`src/rtl/aclink_rx_pkg.sv`:
```
package aclink_rx_pkg;

    localparam int unsigned ACL_TAG_W  = 16;
    localparam int unsigned ACL_SLOT_W = 20;
    localparam int unsigned ACL_NSLOT  = 12;

    typedef enum logic {
        CAP_IDLE = 1'b0,
        CAP_RUN  = 1'b1
    } cap_phase_e;

endpackage

```
`src/rtl/aclink_rx_sync_detect.sv`:
```
module aclink_rx_sync_detect (
    input  logic bclk,
    input  logic rst_n,
    input  logic sync_in,
    output logic sync_rise
);

    typedef struct packed {
        logic prev;
    } sd_st_t;

    sd_st_t st_d, st_q;

    always_comb begin
        st_d      = st_q;
        st_d.prev = sync_in;
        sync_rise = sync_in & ~st_q.prev;
    end

    always_ff @(negedge bclk or negedge rst_n) begin
        if (!rst_n) begin
            st_q <= '0;
        end else begin
            st_q <= st_d;
        end
    end

endmodule

```
`src/rtl/aclink_rx_capture.sv`:
```
module aclink_rx_capture #(
    parameter int unsigned FRAME_BITS = 256
) (
    input  logic                  bclk,
    input  logic                  rst_n,
    input  logic                  sync_rise,
    input  logic                  sdin,
    output logic                  frame_done,
    output logic                  frame_abort,
    output logic [FRAME_BITS-1:0] frame_vec
);

    import aclink_rx_pkg::*;

    localparam int unsigned CNT_W = $clog2(FRAME_BITS);
    localparam logic [CNT_W-1:0] LAST_IDX = CNT_W'(FRAME_BITS - 1);

    typedef struct packed {
        cap_phase_e            phase;
        logic [CNT_W-1:0]      cnt;
        logic [FRAME_BITS-2:0] shreg;
    } cap_st_t;

    cap_st_t st_d, st_q;

    always_comb begin
        st_d        = st_q;
        frame_done  = 1'b0;
        frame_abort = 1'b0;
        frame_vec   = {st_q.shreg, sdin};

        // the bit seen at this edge still belongs to the frame in progress
        if (st_q.phase == CAP_RUN) begin
            st_d.shreg = frame_vec[FRAME_BITS-2:0];
            st_d.cnt   = st_q.cnt + 1'b1;
            if (st_q.cnt == LAST_IDX) begin
                frame_done = 1'b1;
                st_d.phase = CAP_IDLE;
            end
        end

        // a new sync restarts capture; the next edge carries the first bit
        if (sync_rise) begin
            if ((st_q.phase == CAP_RUN) && (st_q.cnt != LAST_IDX)) begin
                frame_abort = 1'b1;
            end
            st_d.phase = CAP_RUN;
            st_d.cnt   = '0;
        end
    end

    always_ff @(negedge bclk or negedge rst_n) begin
        if (!rst_n) begin
            st_q <= '{phase: CAP_IDLE, cnt: '0, shreg: '0};
        end else begin
            st_q <= st_d;
        end
    end

endmodule

```
`src/rtl/aclink_rx_unpack.sv`:
```
module aclink_rx_unpack #(
    parameter int unsigned TAG_W  = 16,
    parameter int unsigned SLOT_W = 20,
    parameter int unsigned NSLOT  = 12,
    localparam int unsigned FRAME_BITS = TAG_W + NSLOT * SLOT_W,
    localparam int unsigned SLOTS_W    = NSLOT * SLOT_W
) (
    input  logic [FRAME_BITS-1:0] frame_vec,
    output logic [TAG_W-1:0]      tag,
    output logic                  ready,
    output logic [NSLOT-1:0]      vld,
    output logic [SLOTS_W-1:0]    slots
);

    assign tag   = frame_vec[FRAME_BITS-1 -: TAG_W];
    assign ready = tag[TAG_W-1];

    for (genvar s = 0; s < NSLOT; s++) begin : g_slot
        localparam int unsigned TOP = FRAME_BITS - 1 - TAG_W - s * SLOT_W;
        assign vld[s]                     = tag[TAG_W-2-s];
        assign slots[s*SLOT_W +: SLOT_W]  = frame_vec[TOP -: SLOT_W];
    end

endmodule

```
`src/rtl/aclink_rx_deframer.sv`:
```
module aclink_rx_deframer #(
    parameter int unsigned TAG_W  = aclink_rx_pkg::ACL_TAG_W,
    parameter int unsigned SLOT_W = aclink_rx_pkg::ACL_SLOT_W,
    parameter int unsigned NSLOT  = aclink_rx_pkg::ACL_NSLOT
) (
    input  logic                    bclk,
    input  logic                    rst_n,
    input  logic                    sync_in,
    input  logic                    sdin,
    output logic                    frm_valid_o,
    output logic                    frm_err_o,
    output logic [TAG_W-1:0]        frm_tag_o,
    output logic                    codec_ready_o,
    output logic [NSLOT-1:0]        slot_vld_o,
    output logic [NSLOT*SLOT_W-1:0] slot_data_o
);

    localparam int unsigned FRAME_BITS = TAG_W + NSLOT * SLOT_W;
    localparam int unsigned SLOTS_W    = NSLOT * SLOT_W;

    typedef struct packed {
        logic               valid;
        logic               err;
        logic [TAG_W-1:0]   tag;
        logic               ready;
        logic [NSLOT-1:0]   vld;
        logic [SLOTS_W-1:0] slots;
    } out_st_t;

    logic                  sync_rise;
    logic                  frame_done;
    logic                  frame_abort;
    logic [FRAME_BITS-1:0] frame_vec;
    logic [TAG_W-1:0]      dec_tag;
    logic                  dec_ready;
    logic [NSLOT-1:0]      dec_vld;
    logic [SLOTS_W-1:0]    dec_slots;

    out_st_t out_d, out_q;

    aclink_rx_sync_detect u_sync (
        .bclk      (bclk),
        .rst_n     (rst_n),
        .sync_in   (sync_in),
        .sync_rise (sync_rise)
    );

    aclink_rx_capture #(
        .FRAME_BITS (FRAME_BITS)
    ) u_cap (
        .bclk        (bclk),
        .rst_n       (rst_n),
        .sync_rise   (sync_rise),
        .sdin        (sdin),
        .frame_done  (frame_done),
        .frame_abort (frame_abort),
        .frame_vec   (frame_vec)
    );

    aclink_rx_unpack #(
        .TAG_W  (TAG_W),
        .SLOT_W (SLOT_W),
        .NSLOT  (NSLOT)
    ) u_unpack (
        .frame_vec (frame_vec),
        .tag       (dec_tag),
        .ready     (dec_ready),
        .vld       (dec_vld),
        .slots     (dec_slots)
    );

    always_comb begin
        out_d       = out_q;
        out_d.valid = frame_done;
        out_d.err   = frame_abort;
        if (frame_done) begin
            out_d.tag   = dec_tag;
            out_d.ready = dec_ready;
            out_d.vld   = dec_vld;
            out_d.slots = dec_slots;
        end
    end

    always_ff @(negedge bclk or negedge rst_n) begin
        if (!rst_n) begin
            out_q <= '0;
        end else begin
            out_q <= out_d;
        end
    end

    assign frm_valid_o   = out_q.valid;
    assign frm_err_o     = out_q.err;
    assign frm_tag_o     = out_q.tag;
    assign codec_ready_o = out_q.ready;
    assign slot_vld_o    = out_q.vld;
    assign slot_data_o   = out_q.slots;

endmodule

```
`config.mk`:
```
export PLATFORM = sky130hd
export DESIGN_NAME = aclink_rx_deframer
export DESIGN_NICKNAME = d
export VERILOG_FILES = /design/src/rtl/aclink_rx_pkg.sv /design/src/rtl/aclink_rx_sync_detect.sv /design/src/rtl/aclink_rx_capture.sv /design/src/rtl/aclink_rx_unpack.sv /design/src/rtl/aclink_rx_deframer.sv
export SDC_FILE = /design/constraint.sdc
export NUM_CORES = 1
export LEC_CHECK = 0
export ABC_AREA = 0
export BUFFER_PORTS_ARGS = -buffer_cell sky130_fd_sc_hd__buf_2
export CORE_ASPECT_RATIO = 1.1
export CORE_UTILIZATION = 30
export DETAILED_ROUTE_END_ITERATION = 10
export GPL_ROUTABILITY_DRIVEN = 0
export PLACE_DENSITY_LB_ADDON = 0.15
export RECOVER_POWER = 100
export SLEW_MARGIN = 20
export SYNTH_ARGS = -nofsm -noshare
export SYNTH_HDL_FRONTEND = slang
export SYNTH_SLANG_ARGS = --single-unit
```
`constraint.sdc`:
```
create_clock -name bclk -period 2.1 [get_ports bclk]
set_input_delay 0.105 -clock bclk [delete_from_list [all_inputs] [get_ports bclk]]
set_output_delay 0.105 -clock bclk [all_outputs]
set_load 0.005 [all_outputs]
```
== Word-level counts from Yosys, hierarchy flattened ==
Cells that the tools add are included.

* Register bits: 536
* Bits of input ports: 4
* Output and inout port bits: 271
* Logic and storage cells: 24

* Add/subtract/negate cells: 1
* Equal/unequal tests: 2
* Multiplexer cells: 7
* Bitwise operators: 2
* Reduce and logical (&&, ||, !) cells: 2

{| class="wikitable"
|+ Operators with widths
! kind !! number
|-
| two-way mux 264 bit || 1
|-
| two-way mux 9 bit || 1
|-
| adder 8 x 1 -> 8 bit, second input constant || 1
|-
| == test 8 bit, second input constant || 1
|-
| inequality test 8 bit, second input constant || 1
|-
| two-way mux 1 bit || 5
|-
| nonzero test 2 bit || 1
|-
| bitwise AND 1 bit || 1
|-
| logical AND 1 bit || 1
|-
| inverter 1 bit || 1
|}

== Logic depth before layout (Yosys ltp) ==
Gate-level depths: netlist of run 1.

* Depth in word-level cells: 4
* Depth in mapped cells: 6
* Depth with buffers taken out: 4

== Hierarchy ==
Synthesis of run 1 repeated with hierarchy kept, for this count alone.

* Cells, all modules: 1,679
* Area, all modules: 24,703.7 µm²

{| class="wikitable"
|+ By module, submodules not included
! module !! instances !! cells an instance !! area each (µm²) !! sequential area each (µm²)
|-
| aclink_rx_capture || 1 || 838 || 11,777.5 || 6,606.3
|-
| aclink_rx_deframer || 1 || 570 || 10,867.9 || 6,781.5
|-
| aclink_rx_unpack || 1 || 269 || 2,019.4 || 0.0
|-
| aclink_rx_sync_detect || 1 || 2 || 38.8 || 25.0
|}

==> results of run 1 <==
## cell usage after synthesis (2+ instances only)
library cell / instances
or3_1: 3
o21ai_0: 4
nand4_1: 2
mux2_2: 282
clkbuf_1: 2
buf_1: 7
buf_2: 23
buf_6: 24
a21oi_1: 3
mux2_1: 229
nor2_1: 6
xor2_1: 3
buf_4: 14
nand2_1: 3
dfrtn_1: 523
nand3_1: 3
## area by class of cell
type,count,area (um2)
Sequential cell,523,13090
Timing Repair Buffer,376,2799
Inverter,1,3.754
Clock inverter,21,302.8
Clock buffer,83,1664
Tap cell,841,1052
Multi-Input combinational cell,545,6027
Fill cell,5998,39150
## power by group
group / switching, W / total, W / internal, W
Clock: 0.00415 / 0.0104 / 0.00625
Combinational: 0.000291 / 0.000471 / 0.000180
Sequential: 0.0000671 / 0.0103 / 0.0102
Total: 0.00451 / 0.0212 / 0.0167
## sequential cells by signal, indices dropped and copies added (netlist names)
signal,count
frm_err_o,1
frm_tag_o,16
frm_valid_o,1
slot_data_o,240
u_cap.frame_vec,255
u_cap.st_q,9
u_sync.st_q,1
## layer usage
layer	track usage	vias up
met4	0.03857	0
met2	0.2039	194
met3	0.03259	66
li1	-	4761
met1	0.1616	5443
met5	0	-
## path summary, 6_finish.rpt
| path | startpoint | depth (start not counted) | endpoint | slack, ns |
|---|---|---|---|---|
| setup reg to reg | u_cap.st_q[255] | 7 | slot_data_o[64] | -0.19 |
| min in group asynchronous | rst_n | 1 | slot_data_o[167] | 0.91 |
| setup / recovery | slot_data_o[183] | 1 | slot_data_o[183] | -0.25 |
| max in group asynchronous | rst_n | 3 | slot_data_o[44] | -0.11 |
| hold reg to reg | slot_data_o[123] | 1 | slot_data_o[123] | 0.42 |
| hold / removal | slot_data_o[123] | 1 | slot_data_o[123] | 0.42 |
## layout by cell type, fill, tap and decap left out, drive strengths merged, types with 4 or more instances in the layout
master	netlist	final
clkinvlp	0	4
nor2	6	6
buf	69	369
dfrtn	523	523
o21ai	4	4
bufinv	0	6
mux2	511	511
inv	1	6
clkinv	0	6
clkbuf	2	90
## cells by family (layout without fill, tap and decap cells)
family / Yosys count / after routing / share of synthesized area
fa+ha+maj: 1 / 1 / 0.0006383
buf+inv: 72 / 481 / 0.02771
simple gates: 21 / 21 / 0.006193
xor+xnor: 4 / 4 / 0.001788
compound gates: 7 / 7 / 0.001787
mux: 512 / 512 / 0.2941
flops: 523 / 523 / 0.6678
## repair_timing
action                                  in CTS  in global routing
cloned                                       0                  4
endpoints found under the setup margin     271                475
gates resized for setup                     34                 31
setup buffers                               15                 29
hold endpoints to repair                     0                  0
pin swaps                                    0                  2
## per-stage QoR
| stage | hold WS [ns] | setup WS (ns) | util |
|---|---|---|---|
| detailed placement | 0.4297 | 0.02380 | 0.3480 |
| global placement | 0.4241 | 0.06489 | 0.3480 |
| global route | 0.4390 | -0.2962 | 0.3891 |
| floorplan | 0.4354 | 0.2596 | - |
| finish | 0.4247 | -0.2530 | 0.3891 |
| CTS | 0.2858 | -0.3012 | 0.3831 |
==> impl_metrics.yaml, run 1 <==
outcome:
  run_status: "complete, but fails checks"
  failed_checks: "capacitance limit, slew limit, setup timing"
layout:
  insertedDiodeCount: 0
  final-instance-count-excl-fill: 2390
  nets: 1509
  layout-drive-gt1-share: 0.4939
  final_cell_area_um2: 24940
  area_growth_pct: 27.23
min_path:
  worst_hold_path_type: "reg -> reg"
worst_setup_path:
  critPathBufInv: 1
  end_kind: "primary output"
  critical-path-top-delay-family: "flip-flops"
  worstPathArrival_ns: 2.25
  timing.setup.critical_path_class: "reg -> out"
  slowest_delay_ns: 0.47
  critical_path.startpoint_type: "flip-flop"
  worstPathCellList: "buf_2"
  worstPathMaxFanout: 2
  worst_ep_required_time_ns: 2.00
  slowest_stage: "dfrtn_1"
clocking:
  clock_sinks: 523
  cts_tree: "built"
  clk_path_buf_depth: 3
  clkLatencyLatePin_ns: 0.59
  root_buffer: "clkbuf_16"
  cts_stage_hold_buffer_count: 0
  h-tree-depth: 2
  path_clk_slew_ns: 0.04
  number_of_buffers_inserted_during_clock_tree_synthesis: 57
logic_synthesis:
  ys_seq_area_frac: 0.6678
  asyncSetResetFlopFracSynth: 1.000
  synth_top_area_frac: 0.6678
  yosysWarnings: 0
  synth.net_count: 1145
  avgSynthCellArea_um2: 17.19
  synth_top_area_cell: "dfrtn_1"
  synth_seq_cells: 523
  synth_cell_types: 25
  synth.area.top_cells: "dfrtn_1 (67%), mux2_2 (16%), mux2_1 (13%)"
  synth-edff-count: 0
  syn_inst: 1140
  ys_dominant_reg_cell: "dfrtn_1"
  syn-cell-area_um2: 19600
power_and_ir_drop:
  cellLeakagePower_nw: 13.49
  power_per_cell_area_nw_per_um2: 848.8
  ir_drop_v: 0.0005036
  p_total_w: 0.02117
routing:
  wl_met3_um: 2080
  detail_route.wirelength_um: 42070
  postRouteAntennaNets: 0
  post_dr_wirelength_cell_um: 17.60
  routedLengthMet1_um: 18500
  routed_length_on_met2_um: 20560
  detail_route.drc_violations: 0
  drt_iter0_drc: 263
  num_vias: 10460
  top_layer: "met4"
  first_pass_iters: 4
  routed_via_density: 4.378
place:
  place.port_buffers: 274
  postPlaceCellArea_um2: 22300
  placed_instance_count: 2238
  place_hpwl_um: 27180
die:
  top_level_ports: 275
  die_y_um: 270.1
  floorplan.die.width_um: 245.7
  floorplan.die_area_um2: 66360
  floorplan.initialDensity: 0.3058
  fp-row-count: 97
  placeableCoreArea_um2: 64080
global_routing:
  grt_max_degree: 76
  grt-ovfl-total: 0
  antenna_found_initial: 0
  grt_pass1_vias: 11150
  track_usage: 0.1251
  wire_length_of_the_first_global_routing_pass_um: 66170
sta:
  report.final.slew_viol_count: 13
  worst_slew_pin_slew_ns: 1.736
  final.setup.worst_slack_ns: -0.2530
  setup-violations-final: 907
  max_slew_margin: -0.1570
  fin_worst_skew_ns: 0.01318
  hold_viol: 0
  fin_tns_setup_ns: -98.87
  rsz_0062_raised_after_global_routing: "yes"
job:
  maxCapViolCount: 1
No activity file was read; power rests on OpenSTA's default activity.
==> inputs of run 2 (changes only) <==
CORE_MARGIN = 4   (was default)
REMOVE_ABC_BUFFERS = 1   (was default)
==> run 2 against run 1 <==
  * The flow finishes with violations (setup timing)
  * Worst setup slack better by 0.033 ns
  * First-iteration DRC count is 9.1% higher
  * Non-clock buffer count is 17 lower
  * Design area is 2.0% lower
  * Sequential power hardly changed
  * Clock power hardly changed
  * Highest routed layer unchanged
==> impl_metrics.yaml, run 2 (same netlist as run 1, synthesis figures left out) <==
outcome:
  run_status: "complete, but fails checks"
  failed_checks: "setup timing"
global_routing:
  grt_pass1_vias: 11070
  grt_max_degree: 87
  grt-ovfl-total: 0
  track_usage: 0.1167
  wire_length_of_the_first_global_routing_pass_um: 66090
  antenna_found_initial: 0
clocking:
  path_clk_slew_ns: 0.04
  h-tree-depth: 2
  clk_path_buf_depth: 3
  cts_stage_hold_buffer_count: 0
  cts_tree: "built"
  clkLatencyLatePin_ns: 0.57
  clock_sinks: 523
  number_of_buffers_inserted_during_clock_tree_synthesis: 56
  root_buffer: "clkbuf_16"
worst_setup_path:
  worstPathCellList: "buf_2"
  slowest_stage: "dfrtn_1"
  timing.setup.critical_path_class: "reg -> out"
  critical-path-top-delay-family: "flip-flops"
  critical_path.startpoint_type: "flip-flop"
  critPathBufInv: 1
  worst_ep_required_time_ns: 2.00
  slowest_delay_ns: 0.46
  worstPathArrival_ns: 2.22
  worstPathMaxFanout: 3
  end_kind: "primary output"
routing:
  drt_iter0_drc: 287
  detail_route.wirelength_um: 40910
  first_pass_iters: 4
  routed_via_density: 4.355
  num_vias: 10360
  postRouteAntennaNets: 0
  detail_route.drc_violations: 0
  post_dr_wirelength_cell_um: 17.20
layout:
  final_cell_area_um2: 24440
  final_common_cell: "dfrtn_1"
  insertedDiodeCount: 0
  nets: 1491
  layout_common_cells: "dfrtn_1 (523), mux2_2 (281), buf_2 (243)"
  area_growth_pct: 24.68
  final_core_utilization: 0.3767
  layout-drive-gt1-share: 0.4748
  largest_register_ffs: 255
die:
  floorplan.die_area_um2: 69490
  floorplan.die.width_um: 251.7
  fp-row-count: 98
  die_y_um: 276.1
  top_level_ports: 275
  placeableCoreArea_um2: 64860
  floorplan.initialDensity: 0.3021
sta:
  final.setup.worst_slack_ns: -0.2200
  hold_viol: 0
  setup-violations-final: 337
  fin_worst_skew_ns: 0.01317
  max_slew_margin: 0.1647
  hold-worst-slack_ns: 0.4233
  report.final.slew_viol_count: 0
  rsz_0062_raised_after_global_routing: "yes"
  worst_slew_pin_slew_ns: 1.253
power_and_ir_drop:
  ir_drop_v: 0.0005551
  p_total_w: 0.02105
  cellLeakagePower_nw: 13.32
  power_per_cell_area_nw_per_um2: 861.3
job:
  maxCapViolCount: 0
place:
  place.port_buffers: 274
  place_hpwl_um: 27020
  postPlaceCellArea_um2: 22180
min_path:
  worst_hold_path_type: "reg -> reg"
[run 2: report_power, final]
part | total [W] | switching (W) | internal (W)
Clock | 0.0104 | 0.00400 | 0.00637
Sequential | 0.0103 | 0.0000760 | 0.0102
Combinational | 0.000380 | 0.000265 | 0.000115
[run 2: final timing paths]
| check | start | to | slack (ns) | depth (start not counted) |
|---|---|---|---|---|
| max | frm_tag_o[7] | slot_vld_o[7] | -0.22 | 1 |
| min | slot_data_o[40] | slot_data_o[40] | 0.42 | 1 |
| max reg2reg | u_cap.st_q[255] | slot_data_o[238] | -0.03 | 7 |
| min reg2reg | slot_data_o[40] | slot_data_o[40] | 0.42 | 1 |
| max in group asynchronous | rst_n | slot_data_o[79] | 0.08 | 2 |
| min in group asynchronous | rst_n | slot_data_o[137] | 0.73 | 1 |
[run 2: cell type report]
type	count	area, um2
inverters	1	3.754
fillers	6145	40430
clock inverters	20	314.1
well taps	850	1064
flip-flops and latches	523	13090
multi-input cells	545	5981
clock buffers	81	1637
repair buffers	359	2350
[run 2: metal layers]
metal  track usage  wire length (um)
met1        0.1533             18040
met3       0.03151              2207
met4       0.02945               798
met5             0                 0
met2        0.1923             19870
[run 2: metrics by stage]
step | setup TNS, ns | worst slack [ns] | cells
after floorplan | -4096.44 | -11.72 | 1069
after global placement | 0 | 0.06538 | 2243
after detailed placement | 0 | 0.04101 | 2243
after CTS | -55.23 | -0.2761 | 2355
after global routing | -88.17 | -0.2822 | 2379
final | -42.92 | -0.2200 | 2379
[run 2: what timing repair did]
item                       4_1_cts  5_1_grt
pin swaps                        0        1
setup buffers                   11       23
resized for setup               34       10
gates cloned                     0        1
setup endpoints to repair      271      350
==> inputs of run 3 (changes only) <==
CTS_BUF_LIST = sky130_fd_sc_hd__clkbuf_2 sky130_fd_sc_hd__clkbuf_4 sky130_fd_sc_hd__clkbuf_8   (was default)
==> run 3 against run 2 <==
  * Register-to-register slack got worse by 0.12 ns
  * Total power down 3.2%
  * Routed wire length up 2.0%
  * Largest cell class unchanged
  * Worst setup slack got worse by 0.017 ns
  * Largest power group is now registers
  * Global-route usage grew 0.32 points
  * The flow still finishes with violations (setup timing)
==> impl_metrics.yaml, run 3 (same netlist as run 1, synthesis figures left out) <==
sta:
  max_slew_margin: 0.2014
  setup-violations-final: 441
  fin_tns_setup_ns: -61.61
  hold-worst-slack_ns: 0.4231
  hold_viol: 0
  fin_worst_skew_ns: 0.02445
  rsz_0062_raised_after_global_routing: "yes"
  report.final.slew_viol_count: 0
  final.setup.worst_slack_ns: -0.2374
  worst_slew_pin_slew_ns: 1.198
routing:
  routed_via_density: 4.345
  num_vias: 10620
  detail_route.drc_violations: 0
  detail_route.wirelength_um: 41730
  drt_iter0_drc: 301
  postRouteAntennaNets: 0
  post_dr_wirelength_cell_um: 17.08
  first_pass_iters: 4
worst_setup_path:
  timing.setup.critical_path_class: "reg -> out"
  critical-path-top-delay-family: "flip-flops"
  slowest_stage: "dfrtn_1"
  worst_ep_required_time_ns: 2.00
  end_kind: "primary output"
  slowest_delay_ns: 0.45
  critical_path.startpoint_type: "flip-flop"
  critPathBufInv: 1
  worstPathArrival_ns: 2.23
  worstPathCellList: "buf_2"
  worstPathMaxFanout: 3
power_and_ir_drop:
  cellLeakagePower_nw: 13.40
  p_total_w: 0.02037
  power_per_cell_area_nw_per_um2: 833.3
  ir_drop_v: 0.0003867
clocking:
  path_clk_slew_ns: 0.04
  clk_path_buf_depth: 3
  number_of_buffers_inserted_during_clock_tree_synthesis: 93
  cts_tree: "built"
  clock_sinks: 523
  root_buffer: "clkbuf_8"
  h-tree-depth: 3
  clkLatencyLatePin_ns: 0.60
global_routing:
  grt_max_degree: 87
  wire_length_of_the_first_global_routing_pass_um: 67420
  track_usage: 0.1199
  grt-ovfl-total: 0
  grt_pass1_vias: 11530
  antenna_found_initial: 1
job:
  maxCapViolCount: 0
layout:
  fill_cells: 6202
  largest_register_ffs: 255
  final_common_cell: "dfrtn_1"
  layout-drive-gt1-share: 0.5009
  layout_common_cells: "dfrtn_1 (523), mux2_2 (282), buf_2 (243)"
  area_growth_pct: 24.76
  nets: 1534
die:
  die_y_um: 276.1
  placeableCoreArea_um2: 64860
  top_level_ports: 275
  floorplan.die.width_um: 251.7
  fp-row-count: 98
  floorplan.initialDensity: 0.3021
  floorplan.die_area_um2: 69490
place:
  place_hpwl_um: 27020
  place.port_buffers: 274
  detailedPlace.worstSlack_ns: 0.04101
outcome:
  failed_checks: "setup timing"
  run_status: "complete, but fails checks"
min_path:
  worst_hold_path_type: "reg -> reg"
[run 3: cell count changes in the layout (fill, tap and decap cells not counted), sizes merged]
cell | before | now
clkbuf | 107 | 168
buf | 333 | 341
bufinv | 8 | 1
clkinv | 11 | 9
diode | 0 | 2
inv | 1 | 3
[run 3: final cells by class]
| type | count | area, um2 | share of cell area |
|---|---|---|---|
| clock buffer | 144 | 1800 | 0.07364 |
| multi-input combinational | 545 | 5957 | 0.2436 |
| sequential | 523 | 13090 | 0.5353 |
| inverter | 1 | 3.754 | 0.0001535 |
| tap | 850 | 1064 | 0.04350 |
| antenna | 2 | 5.005 | 0.0002047 |
| timing repair buffer | 365 | 2409 | 0.09851 |
| clock inverter | 13 | 125.1 | 0.005117 |
[run 3: layer usage]
layer / share of wire / vias up / track usage
li1: - / 4824 / -
met5: 0 / - / 0
met2: 0.49 / 219 / 0.1947
met3: 0.056 / 64 / 0.03424
met4: 0.023 / 0 / 0.04453
met1: 0.43 / 5508 / 0.1527
[run 3: worst paths after layout]
check,from,cells after the start,to,slack [ns]
min,slot_data_o[40],1,slot_data_o[40],0.42
max in group asynchronous,rst_n,2,u_cap.frame_vec[171],0.20
max reg2reg,u_cap.st_q[263],3,u_cap.frame_vec[167],-0.15
min in group asynchronous,rst_n,1,slot_data_o[137],0.67
min reg2reg,slot_data_o[40],1,slot_data_o[40],0.42
max,frm_tag_o[5],1,slot_vld_o[9],-0.24
[run 3: power by group]
group / switching (W) / total (W) / internal [W]
clock: 0.00413 / 0.00969 / 0.00556
combinational: 0.000264 / 0.000378 / 0.000114
sequential: 0.0000728 / 0.0103 / 0.0102
[run 3: timing repair]
item | CTS | global route
resized for setup | 34 | 7
endpoints found under the setup margin | 271 | 357
setup buffers | 14 | 26
hold buffers | 0 | 0
hold endpoints to repair | 0 | 0
pin swaps | 0 | 2
cloned | 0 | 1
[run 3: metrics by stage]
stage | instances | utilization | instance area, um2
global route | 2443 | 0.3770 | 24450
CTS | 2414 | 0.3758 | 24370
floorplan | 1069 | - | 19060
global placement | 2243 | 0.3419 | 22180
finish | 2443 | 0.3770 | 24450
detailed placement | 2243 | 0.3419 | 22180
